[src/rtl/win_wdog_pkg.sv]
package win_wdog_pkg;
   // Register byte offsets, fixed for software compatibility
   localparam logic [7:0] OFF_CTL   = 8'h90;
   localparam logic [7:0] OFF_PRE   = 8'h94;
   localparam logic [7:0] OFF_STAT  = 8'h98;
   localparam logic [7:0] OFF_KEY   = 8'h9C;
   localparam logic [7:0] OFF_CNT   = 8'hA0;
   localparam logic [7:0] OFF_REACT = 8'hA4;
   localparam logic [7:0] OFF_WIN   = 8'hA8;

   localparam logic [31:0] ARM_WORD  = 32'hA98559DA;
   localparam logic [31:0] SVC_FIRST = 32'h0000E51A;
   localparam logic [31:0] SVC_LAST  = 32'h0000A35C;
   localparam logic [31:0] NMI_WORD  = 32'h0000000A;
   localparam logic [31:0] WIN_RESET = 32'h00000050;

   typedef enum logic {SEQ_WAIT_FIRST, SEQ_WAIT_LAST} seq_t;
endpackage

[src/rtl/win_wdog_keyseq.sv]
module win_wdog_keyseq
   import win_wdog_pkg::*;
#(
   parameter int DATA_W = 32
) (
   input  logic              clk,
   input  logic              rst_n,
   input  logic              key_we,
   input  logic [DATA_W-1:0] key_data,
   output logic              pair_done
);
   localparam logic [DATA_W-1:0] K_FIRST = DATA_W'(SVC_FIRST);
   localparam logic [DATA_W-1:0] K_LAST  = DATA_W'(SVC_LAST);

   seq_t state_q;

   assign pair_done = key_we && (state_q == SEQ_WAIT_LAST) && (key_data == K_LAST);

   always_ff @(posedge clk or negedge rst_n) begin
      if (!rst_n) begin
         state_q <= SEQ_WAIT_FIRST;
      end else if (key_we) begin
         if (state_q == SEQ_WAIT_FIRST && key_data == K_FIRST)
            state_q <= SEQ_WAIT_LAST;
         else
            state_q <= SEQ_WAIT_FIRST;   // completion or broken order
      end
   end
endmodule

[src/rtl/win_wdog_window.sv]
module win_wdog_window #(
   parameter int CNT_W  = 25,
   parameter int DATA_W = 32,
   parameter int NCODES = 5
) (
   input  logic [DATA_W-1:0] win_code,
   input  logic [CNT_W-1:0]  reload_val,
   output logic [CNT_W-1:0]  thresh
);
   logic [NCODES-1:0] hit;

   for (genvar i = 0; i < NCODES; i++) begin : g_code
      localparam logic [DATA_W-1:0] CODE = DATA_W'(5) << (4 * (i + 1));
      assign hit[i] = (win_code == CODE);
   end

   always_comb begin
      thresh = reload_val >> 1;   // unknown codes fall back to the widest window
      for (int i = 0; i < NCODES; i++) begin
         if (hit[i]) thresh = reload_val >> (i + 1);
      end
   end
endmodule

[src/rtl/win_wdog_core.sv]
module win_wdog_core #(
   parameter int CNT_W = 25
) (
   input  logic             clk,
   input  logic             rst_n,
   input  logic             arm,
   input  logic             pair_done,
   input  logic [CNT_W-1:0] reload_val,
   input  logic [CNT_W-1:0] thresh,
   output logic             running,
   output logic [CNT_W-1:0] cnt,
   output logic             reload_ev,
   output logic             viol_ev
);
   logic start, expire, early, good;

   assign start     = arm && !running;
   assign expire    = running && (cnt == '0) && !pair_done;
   assign early     = running && pair_done && (cnt > thresh);
   assign good      = running && pair_done && (cnt <= thresh);
   assign viol_ev   = expire || early;
   assign reload_ev = start || good || viol_ev;

   always_ff @(posedge clk or negedge rst_n) begin
      if (!rst_n) begin
         running <= 1'b0;
         cnt     <= '0;
      end else begin
         if (start) running <= 1'b1;
         if (reload_ev)
            cnt <= reload_val;
         else if (running)
            cnt <= cnt - 1'b1;
      end
   end
endmodule

[src/rtl/win_wdog.sv]
module win_wdog
   import win_wdog_pkg::*;
#(
   parameter int ADDR_W    = 8,
   parameter int DATA_W    = 32,
   parameter int PRE_W     = 12,
   parameter int PRE_SHIFT = 13,
   parameter int NCODES    = 5
) (
   input  logic              clk,
   input  logic              rst_n,
   input  logic [ADDR_W-1:0] bus_addr,
   input  logic              bus_we,
   input  logic [DATA_W-1:0] bus_wdata,
   output logic [DATA_W-1:0] bus_rdata,
   output logic              rst_req,
   output logic              nmi_req
);
   localparam int CNT_W = PRE_W + PRE_SHIFT;

   if (ADDR_W < 8) begin : g_bad_addr
      $error("win_wdog: ADDR_W must cover offset 0xA8");
   end
   if (DATA_W < 32) begin : g_bad_data
      $error("win_wdog: DATA_W must hold the 32-bit key words");
   end
   if (CNT_W > DATA_W) begin : g_bad_cnt
      $error("win_wdog: counter does not fit the read bus");
   end
   if (4 * (NCODES + 1) > DATA_W) begin : g_bad_codes
      $error("win_wdog: window codes do not fit the data word");
   end

   logic [PRE_W-1:0]  pre_q;
   logic [DATA_W-1:0] win_q, react_q;
   logic              stat_q, nmi_sel_q;
   logic [CNT_W-1:0]  thr_q, thr_live, reload_val, cnt;
   logic              running, reload_ev, viol_ev, pair_done;
   logic              sel_ctl, sel_pre, sel_stat, sel_key, sel_react, sel_win;

   assign sel_ctl   = bus_addr == ADDR_W'(OFF_CTL);
   assign sel_pre   = bus_addr == ADDR_W'(OFF_PRE);
   assign sel_stat  = bus_addr == ADDR_W'(OFF_STAT);
   assign sel_key   = bus_addr == ADDR_W'(OFF_KEY);
   assign sel_react = bus_addr == ADDR_W'(OFF_REACT);
   assign sel_win   = bus_addr == ADDR_W'(OFF_WIN);

   assign reload_val = CNT_W'(pre_q) << PRE_SHIFT;

   win_wdog_keyseq #(.DATA_W(DATA_W)) u_keyseq (
      .clk      (clk),
      .rst_n    (rst_n),
      .key_we   (bus_we && sel_key),
      .key_data (bus_wdata),
      .pair_done(pair_done)
   );

   win_wdog_window #(.CNT_W(CNT_W), .DATA_W(DATA_W), .NCODES(NCODES)) u_window (
      .win_code  (win_q),
      .reload_val(reload_val),
      .thresh    (thr_live)
   );

   win_wdog_core #(.CNT_W(CNT_W)) u_core (
      .clk       (clk),
      .rst_n     (rst_n),
      .arm       (bus_we && sel_ctl && bus_wdata == DATA_W'(ARM_WORD)),
      .pair_done (pair_done),
      .reload_val(reload_val),
      .thresh    (thr_q),
      .running   (running),
      .cnt       (cnt),
      .reload_ev (reload_ev),
      .viol_ev   (viol_ev)
   );

   always_ff @(posedge clk or negedge rst_n) begin
      if (!rst_n) begin
         pre_q     <= '1;
         win_q     <= DATA_W'(WIN_RESET);
         react_q   <= '0;
         stat_q    <= 1'b0;
         thr_q     <= '0;
         nmi_sel_q <= 1'b0;
         rst_req   <= 1'b0;
         nmi_req   <= 1'b0;
      end else begin
         if (bus_we && sel_pre)   pre_q   <= bus_wdata[PRE_W-1:0];
         if (bus_we && sel_win)   win_q   <= bus_wdata;
         if (bus_we && sel_react) react_q <= bus_wdata;
         if (viol_ev)
            stat_q <= 1'b1;
         else if (bus_we && sel_stat && bus_wdata[1])
            stat_q <= 1'b0;
         if (reload_ev) begin
            thr_q     <= thr_live;
            nmi_sel_q <= (react_q == DATA_W'(NMI_WORD));
         end
         rst_req <= viol_ev && !nmi_sel_q;
         nmi_req <= viol_ev && nmi_sel_q;
      end
   end

   always_comb begin
      bus_rdata = '0;
      if (sel_ctl)   bus_rdata = running ? DATA_W'(ARM_WORD) : '0;
      if (sel_pre)   bus_rdata = DATA_W'(pre_q);
      if (sel_stat)  bus_rdata = DATA_W'({stat_q, 1'b0});
      if (sel_react) bus_rdata = react_q;
      if (sel_win)   bus_rdata = win_q;
      if (bus_addr == ADDR_W'(OFF_CNT)) bus_rdata = DATA_W'(cnt);
   end
endmodule

[config.mk]
export PLATFORM = sky130hd
export DESIGN_NAME = win_wdog
export DESIGN_NICKNAME = d
export VERILOG_FILES = /design/src/rtl/win_wdog_pkg.sv /design/src/rtl/win_wdog_keyseq.sv /design/src/rtl/win_wdog_window.sv /design/src/rtl/win_wdog_core.sv /design/src/rtl/win_wdog.sv
export SDC_FILE = /design/constraint.sdc
export NUM_CORES = 1
export LEC_CHECK = 0
export ABC_AREA = 1
export BUFFER_PORTS_ARGS = -buffer_cell sky130_fd_sc_hd__buf_2
export CAP_MARGIN = 40
export CORE_MARGIN = 5
export CORE_UTILIZATION = 45
export CTS_BUF_LIST = sky130_fd_sc_hd__clkbuf_8
export CTS_CLUSTER_DIAMETER = 30
export CTS_CLUSTER_SIZE = 20
export DETAILED_ROUTE_END_ITERATION = 12
export PLACE_DENSITY = 0.74
export SYNTH_ARGS = -nofsm -noshare
export SYNTH_HDL_FRONTEND = slang
export SYNTH_SLANG_ARGS = --single-unit
[constraint.sdc]
create_clock -name clk -period 2.25 [get_ports clk]
set_input_delay 0.3375 -clock clk [delete_from_list [all_inputs] [get_ports clk]]
set_output_delay 0.3375 -clock clk [all_outputs]
set_load 0.03 [all_outputs]
==> results.sh, run 1 <==
export IMPL_final_layout_size_suffix_gt1_frac=0.200
export IMPL_fmax_ghz=0.451
export IMPL_fin_skew_ps=13.2
export IMPL_grt_pass1_vias=7752
export IMPL_rows=48
export IMPL_rsz0062_at_grt="true"
export IMPL_yosysTopAreaCellShare=0.350
export IMPL_drv_cap=0
export IMPL_drc=0
export IMPL_dr_pass1_iters=5
export IMPL_whs_ps=152
export IMPL_clk_latency_ps=460
export IMPL_postSynthCellCount=1122
export IMPL_area_growth_pct=22.5
export IMPL_start_util=0.455
export IMPL_max_slew_margin=0.592
export IMPL_hpwl_um=19800
export IMPL_path_depth=6
export IMPL_powerDensity_nw_per_um2=532
export IMPL_die_area_um2=20000
export IMPL_totalWireLength_um=26000
export IMPL_antenna_left=0
export IMPL_start_kind="flip-flop"
export IMPL_synth_area_leaders="dfrtp_1 (35%), nand2_1 (14%), nor2_1 (7.5%)"
export IMPL_r2r_setup_slack_ps=70
export IMPL_wire_per_inst_um=17.4
export IMPL_netlist_area_um2=7790
export IMPL_cts_clk_slew_worst_paths_ps=80
export IMPL_synthArstFlopShare=1.00
export IMPL_slew_violations=0
export IMPL_worst_path_buf_inv=3
export IMPL_dr_total_vias=8243
export IMPL_r2r_start="u_core.cnt[14]"
export IMPL_reg2reg_depth=13
export IMPL_drt_initial_drc_count=740
export IMPL_syn_nets=1182
export IMPL_io_buffers=76
export IMPL_h_tree_depth=4
export IMPL_worst_pin_slew_ps=606
export IMPL_die_h_um=142
export IMPL_grt_usage=0.260
export IMPL_outcome="completed"
export IMPL_ys_warn_count=0
export IMPL_grt_pass1_wl_um=41100
export IMPL_die_width_um=142
export IMPL_fin_ws_ps=33.0
export IMPL_critPathTopFamily="flip-flops"
export IMPL_cp_max_fo=5
export IMPL_min_to="win_q[18]"
export IMPL_fillCellCount=1685
export IMPL_nNetsFinal=1317
export IMPL_cts_sinks=123
export IMPL_critPathArrivalTime_ps=1880
export IMPL_crit_path_end_kind="output port"
export IMPL_antenna_found_initial=0
export IMPL_cts_tree="yes"
export IMPL_r2r_end="thr_q[22]"
export IMPL_numCtsBuffers=17
export IMPL_yosysSeqAreaShare=0.397
export IMPL_antenna_cells=0
export IMPL_max_stage_delay_ps=630
export IMPL_hold_viol=0
export IMPL_globalRouteOverflowTotal=0
export IMPL_synth_edf_count=0
export IMPL_hold_path_class="input pin to flip-flop"
export IMPL_hold_start="bus_wdata[18]"
export IMPL_clockRootBuffer="clkbuf_8"
export IMPL_ioPinCount=77
export IMPL_crit_chain="inv_1 > o22ai_1 > a21oi_1 > o21ai_0 > buf_4 > buf_2"
export IMPL_ys_top_cells_by_count="nand2_1 (282), nor2_1 (155), inv_1 (128), dfrtp_1 (109), nand3_1 (94)"
export IMPL_gp_congestion=0.954
export IMPL_synth_most_common_cell="nand2_1"
export IMPL_grt_max_degree=65
export IMPL_cp_slowest_cell="dfstp_2"
export IMPL_ir_drop_v=0.000421
export IMPL_viasPerCell=5.51
export IMPL_synth_area_leader_cell="dfrtp_1"
export IMPL_syn_mean_instance_area_um2=6.94
export IMPL_fin_crit_sh=0.985
export IMPL_clockBufferDepth=2
export IMPL_synth_main_ff_cell="dfrtp_1"
export IMPL_setup_viol=0
export IMPL_crit_required_ps=1910
export IMPL_crit_type="flip-flop to output port"
export IMPL_core_um2=17100
export IMPL_post_place_ws_ps=34.1
export IMPL_ys_types=47
export IMPL_fin_crit_ps=2220
export IMPL_hold_path_depth=3
export IMPL_p_leak_nw=4.86
export IMPL_ys_ff_latch=123
## cell families after synthesis
family,synth area share
AO/OA/AOI/OAI,0.137
flip-flops,0.397
AND/OR/NAND/NOR,0.330
XOR/XNOR,0.0169
buffers and inverters,0.0912
adder cells (fa/ha/maj),0.0273
## final cells by class
class	count	area (um2)	area share
well taps	225	282	0.0295
clock buffers	19	262	0.0274
multi-input cells	824	4110	0.430
clock inverters	13	186	0.0195
flip-flops and latches	123	3100	0.325
inverters	137	518	0.0543
repair buffers	154	1090	0.114
## cells in the final DEF, fill, tap and decap left out, types with 3 or more instances in the layout
cell / Yosys / routed
clkbuf_8: 0 / 19
clkinv_2: 0 / 3
nor2_4: 2 / 5
a21oi_1: 59 / 59
o21ai_1: 5 / 6
xor2_1: 15 / 15
buf_2: 10 / 62
dfrtp_1: 109 / 108
o22ai_1: 13 / 13
inv_1: 128 / 127
bufinv_16: 0 / 4
clkbuf_4: 0 / 4
nand2_1: 282 / 271
nand2_4: 1 / 3
nand4_1: 20 / 20
buf_6: 2 / 6
nor2_2: 7 / 10
buf_4: 3 / 76
inv_2: 6 / 7
a221oi_1: 8 / 7
o21ai_0: 89 / 88
nor3_1: 13 / 12
o221ai_1: 3 / 3
nand3_1: 94 / 91
nor4_1: 9 / 9
nand2_2: 4 / 13
ha_1: 17 / 16
o211ai_1: 3 / 3
inv_6: 0 / 4
nor2_1: 155 / 149
nand3_2: 3 / 5
buf_12: 0 / 5
dfstp_2: 14 / 14
## worst max-delay path by stage
stage                           to  slack (ps)            from
floorplan            bus_rdata[30]          40     bus_addr[0]
global placement     bus_rdata[13]          20     bus_addr[1]
detailed placement   bus_rdata[13]          30     bus_addr[1]
CTS                   bus_rdata[3]          10        pre_q[3]
global route        u_core.cnt[22]         -70  u_core.cnt[14]
finish                bus_rdata[0]          30        pre_q[0]
## worst min-delay path, stage by stage
cell and delay, ps:
buf_2 110, inv_1 60, o21ai_1 70
## registers in the layout, summed over array words and instances, names as in the netlist
| name | flops |
|---|---|
| u_core.running | 1 |
| nmi_sel_q | 1 |
| pre_q | 12 |
| u_core.cnt | 25 |
| react_q | 32 |
| rst_req | 1 |
| thr_q | 16 |
| win_q | 32 |
| stat_q | 1 |
| u_keyseq.state_q | 1 |
| nmi_req | 1 |
## through the flow
step                total power, W  instance area, um2  cells  utilization  TNS [ps]
finish                     0.00508                9540   1495        0.557         0
global route               0.00526                9540   1495        0.557     -1100
floorplan                  0.00260                7790   1122            -         0
detailed placement         0.00283                8810   1450        0.515         0
CTS                        0.00507                9270   1483        0.541         0
global placement           0.00282                8810   1450        0.515         0
## power by group
| group | switching (W) | internal (W) |
|---|---|---|
| registers | 0.0000854 | 0.00229 |
| clock network | 0.000975 | 0.00128 |
| logic | 0.000315 | 0.000141 |
| total | 0.00138 | 0.00370 |
## layer usage
layer / wire, um / part of all wire / up-vias / global-route usage
li1: - / - / 3926 / -
met1: 11100 / 0.43 / 3870 / 0.356
met2: 12000 / 0.46 / 378 / 0.408
met3: 1960 / 0.075 / 69 / 0.0597
met4: 884 / 0.034 / 0 / 0.0874
met5: 0 / 0 / - / 0
## timing repair
item                                    CTS  global route
hold endpoints to repair                 33             0
hold buffers                              1             0
endpoints found under the setup margin    0            63
gates resized for setup                   0            57
setup buffers                             0            11
(Power assumes the default switching activity.)
==> inputs of run 2 (changes only) <==
--- a/config.mk
+++ b/config.mk
@@ -15,6 +15,7 @@
 export CTS_CLUSTER_SIZE = 20
 export DETAILED_ROUTE_END_ITERATION = 12
 export PLACE_DENSITY = 0.74
+export REMOVE_ABC_BUFFERS = 1
 export SYNTH_ARGS = -nofsm -noshare
 export SYNTH_HDL_FRONTEND = slang
 export SYNTH_SLANG_ARGS = --single-unit
==> run 2 against run 1 <==
Compared with the run above: final cell count grew 1.1%; largest power group unchanged; critical path depth unchanged; die area stayed put; fmax is 1.1% lower.
==> results.sh, run 2 (synthesis gave the netlist of run 1 again) <==
export IMPL_r2r_setup_slack_ps=20
export IMPL_dr_pass1_iters=6
export IMPL_hpwl_um=19900
export IMPL_worst_pin_slew_ps=905
export IMPL_ioPinCount=77
export IMPL_fin_skew_ps=15.5
export IMPL_antenna_left=0
export IMPL_power_total_w=0.00492
export IMPL_die_area_um2=20000
export IMPL_die_h_um=142
export IMPL_min_to="win_q[25]"
export IMPL_cp_max_fo=7
export IMPL_rsz0062_at_grt="true"
export IMPL_start_util=0.455
export IMPL_start_kind="flip-flop"
export IMPL_cts_tree="yes"
export IMPL_fin_crit_sh=0.997
export IMPL_netSwitchingPower_w=0.00138
export IMPL_reg_top3="react_q x32, win_q x32, u_core.cnt x25"
export IMPL_whs_ps=141
export IMPL_powerDensity_nw_per_um2=495
export IMPL_p_sw_frac=0.281
export IMPL_slew_violations=0
export IMPL_fin_crit_ps=2240
export IMPL_crit_type="flip-flop to output port"
export IMPL_max_stage_delay_ps=460
export IMPL_totalWireLength_um=27600
export IMPL_wire_per_inst_um=18.2
export IMPL_io_buffers=76
export IMPL_clockRootBuffer="clkbuf_8"
export IMPL_drc=0
export IMPL_p_int_w=0.00353
export IMPL_hold_path_class="input pin to flip-flop"
export IMPL_grt_pass1_wl_um=40800
export IMPL_cts_clk_slew_worst_paths_ps=80
export IMPL_viasPerCell=5.66
export IMPL_hold_path_depth=3
export IMPL_seqPwrFrac=0.481
export IMPL_stdcell_area_um2=9930
export IMPL_drv_cap=0
export IMPL_crit_chain="nand2_2 > buf_6 > o21ai_0 > a221oi_1 > o21ai_1 > buf_4"
export IMPL_antenna_found_initial=0
export IMPL_grt_usage=0.261
export IMPL_rows=48
export IMPL_core_um2=17100
export IMPL_layout_commonest_cell="nand2_1"
export IMPL_critPathTopFamily="compound AO/OA/AOI/OAI gates"
export IMPL_area_growth_pct=27.5
export IMPL_clkPwrFrac=0.421
export IMPL_max_slew_margin=0.394
export IMPL_p_leak_nw=5.04
export IMPL_crit_path_end_kind="output port"
export IMPL_cts_sinks=123
export IMPL_clockBufferDepth=2
export IMPL_layout_common_cells="nand2_1 (256), nor2_1 (147), inv_1 (125)"
export IMPL_globalRouteOverflowTotal=0
export IMPL_antenna_cells=0
export IMPL_nNetsFinal=1333
export IMPL_clk_latency_ps=470
export IMPL_fmax_ghz=0.446
export IMPL_ir_drop_v=0.000476
export IMPL_register_area_um2=3100
export IMPL_reg2reg_depth=14
export IMPL_h_tree_depth=4
export IMPL_cp_slowest_cell="dfrtp_2"
export IMPL_numCtsBuffers=17
export IMPL_crit_required_ps=1910
export IMPL_die_width_um=142
export IMPL_p_comb_frac=0.098
export IMPL_worst_path_buf_inv=2
export IMPL_critPathArrivalTime_ps=1910
export IMPL_grt_max_degree=65
export IMPL_outcome="completed"
export IMPL_drt_initial_drc_count=1112
export IMPL_setup_viol=0
export IMPL_final_layout_size_suffix_gt1_frac=0.240
export IMPL_gp_congestion=0.939
export IMPL_r2r_end="u_core.cnt[16]"
export IMPL_placed_area_um2=8850
export IMPL_hold_start="bus_wdata[25]"
export IMPL_r2r_start="thr_q[20]"
export IMPL_dr_total_vias=8551
export IMPL_setup_tns_ps=0
export IMPL_grt_pass1_vias=7631
export IMPL_multiInputGateArea_um2=4400
export IMPL_fillCellCount=1571
export IMPL_hold_viol=0
run 2: changes by cell type in the layout (fill, tap and decap cells not counted), moves of 6 or more:
cell / before / now
nand2_1: 271 / 256
nand2_2: 13 / 28
buf_4: 76 / 84
nand2_8: 2 / 8
run 2: worst max-delay path by stage:
stage,start,to,cells past startpoint
global placement,bus_addr[2],bus_rdata[9],9
finish,u_core.running,bus_rdata[4],6
floorplan,bus_addr[0],react_q[0],7
detailed placement,bus_addr[0],bus_rdata[3],11
global route,thr_q[15],u_core.cnt[23],15
CTS,bus_addr[0],bus_rdata[3],11
run 2: cell type report:
cell class	count	area share
clock buffers	17	0.0236
clock inverters	15	0.0178
inverters	137	0.0518
multi-input cells	829	0.443
flip-flops and latches	123	0.312
well taps	225	0.0284
repair buffers	165	0.123
run 2: per-layer routing:
metal	wire length (um)	vias to the layer above	track usage
li1	-	3977	-
met1	11600	4034	0.366
met2	12600	463	0.395
met3	2430	77	0.0559
met4	985	0	0.102
met5	0	-	0
run 2: worst min-delay path: cells and delay by family:
kind | cells | cell delay (ps)
AOI/OAI and AO/OA | 1 | 70
buffers and inverters | 2 | 160
run 2: timing repair:
action,4_1_cts,5_1_grt
endpoints found under the hold margin,17,0
buffers inserted,0,16
hold buffers,1,0
pin swaps,0,23
gates resized for setup,7,94
setup endpoints to repair,11,59
cloned,0,9
run 2: power groups by stage:
stage	Sequential [W]	Clock, W	Combinational, W
global placement	0.00241	0	0.000442
floorplan	0.00237	0	0.000225
global route	0.00237	0.00222	0.000535
CTS	0.00237	0.00209	0.000453
detailed placement	0.00241	0	0.000449
finish	0.00237	0.00207	0.000480
run 2: metrics by stage:
stage          utilization  setup slack, ps  instances
2_1_floorplan            -             -963       1083
3_3_place_gp         0.517            -11.2       1453
4_1_cts              0.543            0.200       1486
5_1_grt              0.580            -85.1       1511
6_report             0.580             7.36       1511
3_5_place_dp         0.517            -69.1       1453
